**config.mk**
```make
export PLATFORM = sky130hd
export DESIGN_NAME = rf_bypass_top
export DESIGN_NICKNAME = d
export VERILOG_FILES = /design/src/rtl/rf_bypass_pkg.sv /design/src/rtl/rf_wr_dec.sv /design/src/rtl/rf_store.sv /design/src/rtl/rf_rd_port.sv /design/src/rtl/rf_bypass_top.sv
export SDC_FILE = /design/constraint.sdc
export NUM_CORES = 2
export LEC_CHECK = 0
export CAP_MARGIN = 20
export CELL_PAD_IN_SITES_DETAIL_PLACEMENT = 1
export CELL_PAD_IN_SITES_GLOBAL_PLACEMENT = 1
export CORE_MARGIN = 2
export CORE_UTILIZATION = 25
export DETAILED_ROUTE_END_ITERATION = 8
export PLACE_DENSITY = 0.52
export SYNTH_ARGS = -nofsm -noshare
export SYNTH_HDL_FRONTEND = slang
export SYNTH_SLANG_ARGS = --single-unit
```
**constraint.sdc**
```tcl
create_clock -name clk_i -period 8.1 [get_ports clk_i]
set_clock_uncertainty 0.2 [all_clocks]
set_input_delay 2.025 -clock clk_i [delete_from_list [all_inputs] [get_ports clk_i]]
set_output_delay 2.025 -clock clk_i [all_outputs]
set_load 0.05 [all_outputs]
```
**src/rtl/rf_bypass_pkg.sv**
```systemverilog
package rf_bypass_pkg;
  // Source selected by a read port
  typedef enum logic [1:0] {
    SRC_ZERO   = 2'd0,
    SRC_STORE  = 2'd1,
    SRC_BYPASS = 2'd2
  } rd_src_e;
endpackage

```
**src/rtl/rf_wr_dec.sv**
```systemverilog
module rf_wr_dec #(
  parameter int NUM_REGS = 32,
  localparam int ADDR_W = $clog2(NUM_REGS)
) (
  input  logic              wr_en_i,
  input  logic [ADDR_W-1:0] wr_addr_i,
  output logic [NUM_REGS-1:0] wr_sel_o
);
  // Entry 0 is never selected
  assign wr_sel_o[0] = 1'b0;
  for (genvar i = 1; i < NUM_REGS; i++) begin : g_sel
    assign wr_sel_o[i] = wr_en_i && (wr_addr_i == ADDR_W'(i));
  end
endmodule

```
**src/rtl/rf_store.sv**
```systemverilog
module rf_store #(
  parameter int NUM_REGS = 32,
  parameter int DATA_W   = 32
) (
  input  logic                clk_i,
  input  logic                rst_ni,
  input  logic [NUM_REGS-1:0] wr_sel_i,
  input  logic [DATA_W-1:0]   wr_data_i,
  output logic [DATA_W-1:0]   regs_o [NUM_REGS]
);
  assign regs_o[0] = '0;
  for (genvar i = 1; i < NUM_REGS; i++) begin : g_ent
    logic [DATA_W-1:0] ent_q;
    always_ff @(posedge clk_i or negedge rst_ni) begin
      if (!rst_ni)          ent_q <= '0;
      else if (wr_sel_i[i]) ent_q <= wr_data_i;
    end
    assign regs_o[i] = ent_q;
  end
  // wr_sel_i[0] is tied low by the decoder
  logic unused_sel0;
  assign unused_sel0 = wr_sel_i[0];
endmodule

```
**src/rtl/rf_rd_port.sv**
```systemverilog
module rf_rd_port
  import rf_bypass_pkg::*;
#(
  parameter int NUM_REGS = 32,
  parameter int DATA_W   = 32,
  localparam int ADDR_W = $clog2(NUM_REGS)
) (
  input  logic [ADDR_W-1:0] rd_addr_i,
  input  logic              wr_en_i,
  input  logic [ADDR_W-1:0] wr_addr_i,
  input  logic [DATA_W-1:0] wr_data_i,
  input  logic [DATA_W-1:0] regs_i [NUM_REGS],
  output logic [DATA_W-1:0] rd_data_o
);
  rd_src_e src;

  always_comb begin
    if (rd_addr_i == '0)                           src = SRC_ZERO;
    else if (wr_en_i && (wr_addr_i == rd_addr_i))  src = SRC_BYPASS;
    else                                           src = SRC_STORE;
  end

  always_comb begin
    unique case (src)
      SRC_BYPASS: rd_data_o = wr_data_i;
      SRC_STORE:  rd_data_o = regs_i[rd_addr_i];
      default:    rd_data_o = '0;
    endcase
  end
endmodule

```
**src/rtl/rf_bypass_top.sv**
```systemverilog
module rf_bypass_top #(
  parameter int NUM_REGS = 32,
  parameter int DATA_W   = 32,
  localparam int ADDR_W = $clog2(NUM_REGS),
  localparam int NUM_RD = 2
) (
  input  logic              clk_i,
  input  logic              rst_ni,
  input  logic [ADDR_W-1:0] rd_addr_a_i,
  output logic [DATA_W-1:0] rd_data_a_o,
  input  logic [ADDR_W-1:0] rd_addr_b_i,
  output logic [DATA_W-1:0] rd_data_b_o,
  input  logic              wr_en_i,
  input  logic [ADDR_W-1:0] wr_addr_i,
  input  logic [DATA_W-1:0] wr_data_i
);
  logic [NUM_REGS-1:0] wr_sel;
  logic [DATA_W-1:0]   regs [NUM_REGS];
  logic [ADDR_W-1:0]   rd_addr [NUM_RD];
  logic [DATA_W-1:0]   rd_data [NUM_RD];

  rf_wr_dec #(.NUM_REGS(NUM_REGS)) u_dec (
    .wr_en_i  (wr_en_i),
    .wr_addr_i(wr_addr_i),
    .wr_sel_o (wr_sel)
  );

  rf_store #(.NUM_REGS(NUM_REGS), .DATA_W(DATA_W)) u_store (
    .clk_i    (clk_i),
    .rst_ni   (rst_ni),
    .wr_sel_i (wr_sel),
    .wr_data_i(wr_data_i),
    .regs_o   (regs)
  );

  assign rd_addr[0] = rd_addr_a_i;
  assign rd_addr[1] = rd_addr_b_i;

  for (genvar p = 0; p < NUM_RD; p++) begin : g_rd
    rf_rd_port #(.NUM_REGS(NUM_REGS), .DATA_W(DATA_W)) u_port (
      .rd_addr_i(rd_addr[p]),
      .wr_en_i  (wr_en_i),
      .wr_addr_i(wr_addr_i),
      .wr_data_i(wr_data_i),
      .regs_i   (regs),
      .rd_data_o(rd_data[p])
    );
  end

  assign rd_data_a_o = rd_data[0];
  assign rd_data_b_o = rd_data[1];
endmodule

```
# Yosys cells after proc, flatten, opt, wreduce, memory -nomap -nowiden

Index checks and enable logic that the tools add are counted.

$lt $le $gt $ge: 2
Eq/ne operators: 37
Multiplexer cells: 12
Bitwise logic cells: 2
Reductions and logical operators: 35

Operator list:

| kind                                                     | count |
|---|---|
| binary-select mux 32 bit (select 5 bit)                  | 2 |
| two-way mux 32 bit                                       | 4 |
| one-hot mux 32 bit (2 select lines)                      | 2 |
| == test 5 bit, second input constant                     | 16 |
| == test 5 x 4 -> 1 bit, second input constant            | 8 |
| logical AND 1 bit                                        | 33 |
| == test 5 x 3 -> 1 bit, second input constant            | 4 |
| greater-or-equal comparator 6 bit, second input constant | 2 |
| NOT 5 -> 6 bit                                           | 2 |
| == test 5 x 2 -> 1 bit, second input constant            | 2 |
| == test 5 bit                                            | 2 |
| logical NOT 5 bit                                        | 2 |
| two-way mux 2 bit                                        | 4 |
| == test 5 x 1 -> 1 bit, second input constant            | 1 |
| == test 2 x 1 -> 1 bit, second input constant            | 2 |
| == test 2 bit, second input constant                     | 2 |

Flip-flop bits (word level): 992
Output and inout port bits: 64
Logic and storage cells: 119

# Logic depth before layout (Yosys ltp)

Depth in word-level cells: 6
Mapped depth: 10
Mapped depth without buffers: 5

# By module

From an unflattened synthesis, not the netlist that was laid out.

Cells, all modules: 4401
Area, all modules: 58009.4 µm²

Modules (own cells, without submodules):

| module     | instances | cells each | area each (µm²) |
|---|---|---|---|
| rf_store   | 1         | 2237       | 39451.6 |
| rf_rd_port | 2         | 1058       | 9160.0 |
| rf_wr_dec  | 1         | 48         | 237.7 |

# Least setup slack after synthesis

No wires, ideal clock.

Path kind: input port to output port
Start point: input rd_addr_a_i[0]
End point: output rd_data_a_o[30]
Arrival time: 4.783 ns
Data required time: 5.875 ns
Path slack: 1.092 ns
Stages on the path: 10
Buffers on the path: 5
Cell sequence: buf_6 > buf_6 > buf_8 > xnor2_1 > nand2_1 > nor2_1 > buf_2 > buf_2 > nor3_1 > nor4_1

Cells in the longest elaborated chain, start to end: 6

RTL lines:

| what                                                                                            | RTL line            | text |
|---|---|---|
| start, declared                                                                                 | rf_bypass_top.sv:9  | `input logic [ADDR_W-1:0] rd_addr_a_i,` |
| parallel branches: the longest is 5 deep, another holds binary-select mux 32 bit (select 5 bit) | --                  |  |
| one-hot mux 32 bit (2 select lines) *                                                           | rf_rd_port.sv:24    | `unique case (src)` |
| end, declared                                                                                   | rf_bypass_top.sv:10 | `output logic [DATA_W-1:0] rd_data_a_o,` |

Every way passes the cells marked *. The select of a mux whose other input is x is not followed.

# Worst setup path in the final report

Start point: input wr_addr_i[1]
End point: output rd_data_a_o[30]

Cells in the longest elaborated chain, start to end: 6

RTL lines:

| what                                                           | RTL line            | text |
|---|---|---|
| start, declared                                                | rf_bypass_top.sv:14 | `input logic [ADDR_W-1:0] wr_addr_i,` |
| == test 5 bit *                                                | rf_rd_port.sv:19    | `else if (wr_en_i && (wr_addr_i == rd_addr_i)) src = SRC_BYPASS;` |
| logical AND 1 bit *                                            | rf_rd_port.sv:19    |  |
| two-way mux 2 bit *                                            | rf_rd_port.sv:19    |  |
| two-way mux 2 bit *                                            | rf_rd_port.sv:18    | `if (rd_addr_i == '0) src = SRC_ZERO;` |
| == test 2 x 1 -> 1 bit / == test 2 bit (equally long branches) | rf_rd_port.sv:24    |  |
| one-hot mux 32 bit (2 select lines) *                          | rf_rd_port.sv:24    |  |

Mark *: on every way between the ends. The rest lies on a longest branch, timed or not.

==> metrics.md <==
| Metric | Value |
|---|---|
| Layout cells sized above 1 | 0.445 |
| R2r endpoint | u_store.g_ent[12].ent_q[4] |
| Status | complete, no violations |
| Peak supply drop | 0.157 mV |
| GRT Residual Overflow | 0 |
| Worst hold path depth | 1 |
| Slew of the pin with the lowest slew margin | roughly 1.1 ns |
| Design Power | 15400 uW |
| Clock Pin Slew Worst Setup and Hold Paths | 0.06 ns |
| Crit Path Max Fanout | 21 |
| Req. time, crit path | 5.88 ns |
| Hold endpoint | u_store.g_ent[31].ent_q[25] |
| Routability cong. | 0.763 |
| CORE AREA | 213000 sq um |
| Post-synth top cells | dfrtp_1 (992), mux2_2 (733), mux4_2 (454) |
| DR iter-0 viols | 2506 |
| Vias in the first global route | 37404 |
| Reg2Reg Setup Slack | 7.05 ns |
| CP Cell Sequence | clkdlybuf4s50_1 -> xnor2_1 -> nand4_1 -> nor2_4 -> buf_4 -> nor3_1 -> nor4_1 -> buf_4 -> buf_12 |
| Area Overhead vs Synth | 16.5% |
| Hold crit path type | flip-flop to flip-flop |
| Sequential share of the synthesized area | 0.463 |
| Clk sink count | 992 |
| Die W | ~470 um |
| Final net count | 3674 |
| Number of flip-flops in the largest register | 992 |
| H-tree Lvls | 3 |
| Port Buf Inserts | 113 |
| GRT Total Usage | 0.183 |
| Count leader, synth | dfrtp_1 |
| Die Ht | 467 um |
| Met2 wire length | 94700 um |
| Wire length on met3 | 8550 um |
| Largest net degree at the start of global routing | around 150 |
| Main synth FF type | dfrtp_1 |
| DRT antenna net count | 0 |
| Critical Path Slowest Stage Cell | nor2_4 |
| Hold Violations, Final | 0 |
| Num CTS Buffers | 111 |
| Final min period | 7.54 ns |
| Critical Path Source Type | input pin |
| CTS Hold Buffers Added | 0 |
| Static leakage | 0.0262 uW |
| Clock Latency Late Sink | about 0.75 ns |
| Initial antenna violation count | 10 |
| Largest cells by area after synthesis | dfrtp_1 (46%), mux4_2 (19%), mux2_2 (15%) |
| Synth async-reset ratio | 1.00 |
| Syn. warnings | 0 |
| R2R depth | 1 |
| Routed WL | 199000 um |
| Number of synthesized flops with an enable pin | 0 |
| Maximum clock path buffer count | 3 |
| Hold Startpoint | u_store.g_ent[31].ent_q[25] |
| Synthesized net count | 3684 |
| Synth unique cells | 55 |
| Mapped cell area | 53600 sq um |
| Largest Register | u_store.g_ent.ent_q |
| Layout fillers | roughly 22000 |
| RSZ-0062 raised after global routing | false |
| Largest area contributor in the netlist | dfrtp_1 |
| # Post-CTS Setup Buffers | 0 |
| Root Driver | clkbuf_16 |
| Vias per inst | ~5.3 |
| Yosys reg bits | about 990 |
| I/O pins | 114 |
| Synth Instances | 3634 |
| Top layer in use | met5 |
| Syn Area/Cell | 14.7 sq um |
| Max transition margin | 0.248 |
| Final setup violating endpoints | 0 |
| Die Area | roughly 220000 sq um |
| Fmax achieved | roughly 130 MHz |
| Setup_tns | 0 ns |
| Max Slew Vio Count | 0 |
| Starting Density | 0.252 |
| Met1 wire length | 90700 um |
| Worst Setup End Kind | output port |
| Max Cap Viol | 0 |
| Fin crit share | 0.931 |
| Crit path DAT | between 5 and 6 ns |
| PostCTS Resize Cnt | 0 |
| Worst Path Class, Setup | input pin to output port |
| Final HPWL DP | 121000 um |
| First-pass GRT wire length | approximately 290000 um |
| RR Startpoint | u_store.g_ent[12].ent_q[4] |
| Slowest cell delay on critical path | a little over 0.8 ns |
| Worst Hold Slack | 0.306 ns |
| DRC viols | 0 |
| Drt pass-1 iters | 5 |
| Critical path startpoint | wr_addr_i[1] |
| PD cells | 247 nW/um^2 |
| Detailed-route via count | ~35000 |
| Most used cell, CP | buf_4 |
| CTS tree | done |
| Num rows | 169 |
| Post-synth top area share | 0.463 |
| Routed len/inst | 30.5 um |
| Largest regs | u_store.g_ent.ent_q: 992 flops |
## per-stage QoR
step	cell area (sq um)	cells	worst slack, ns	utilization
after detailed placement	58600	6328	0.484	0.276
after global routing	62400	6535	0.474	0.294
after floorplan	53600	3634	1.09	-
final	62400	6536	0.562	0.294
after CTS	62300	6531	0.479	0.293
after global placement	58500	6325	0.514	0.275
## layout make-up
type	count	area [sq um]	area share
clock inverters	34	355	0.00569
clock buffers	169	3330	0.0534
flip-flops and latches	992	24800	0.398
diodes	1	2.50	0.0000401
well taps	2821	3530	0.0566
inverters	2	12.5	0.000200
repair buffers	278	3200	0.0512
multi-input cells	2239	27200	0.435
## worst max path at each step
| stage | endpoint | slack [ns] | depth (start not counted) |
|---|---|---|---|
| 2_1_floorplan | rd_data_a_o[30] | 1.09 | 10 |
| 3_3_place_gp | rd_data_a_o[30] | 0.51 | 9 |
| 3_5_place_dp | rd_data_a_o[30] | 0.48 | 9 |
| 4_1_cts | rd_data_a_o[30] | 0.48 | 9 |
| 5_1_grt | rd_data_a_o[30] | 0.47 | 9 |
| 6_report | rd_data_a_o[30] | 0.56 | 9 |
## power breakdown
group	internal [uW]	leakage [uW]	switching (uW)
logic	1950	0.0117	1570
registers	5930	0.0127	725
clock network	3010	0.00182	2220
## worst max-delay path: cells and delay by family
| kind | cells | cell delay, ns |
|---|---|---|
| XOR/XNOR | 1 | 0.17 |
| buffers and inverters | 4 | 1.42 |
| AND/OR/NAND/NOR | 4 | 1.67 |
## layout by cell type, fill, tap and decap left out, types with 50 or more instances in the layout
cell type    n
a221oi_1    53
a22oi_1     74
buf_12      67
buf_4      156
clkbuf_16  116
dfrtp_1    992
mux2_1     337
mux2_2     733
mux2i_1     52
mux4_2     454
nand2_1     82
nor2_1      58
nor3_1      50
## metal layers
layer / global-route usage / vias up
met1: 0.255 / 19429
met4: 0.0489 / 2
met3: 0.0288 / 271
met5: 0 / -
li1: - / 14110
met2: 0.295 / 835
## logic make-up (layout without fill, tap and decap cells)
family	Yosys count	in the layout	synth area share
multiplexers	1576	1576	0.425
flip-flops	992	992	0.463
buffers and inverters	403	483	0.0349
AO/OA/AOI/OAI	331	331	0.0448
AND/OR/NAND/NOR	322	322	0.0299
XOR/XNOR	10	10	0.00163
other	0	1	0
Note: power is estimated with default switching activity, not from simulation.
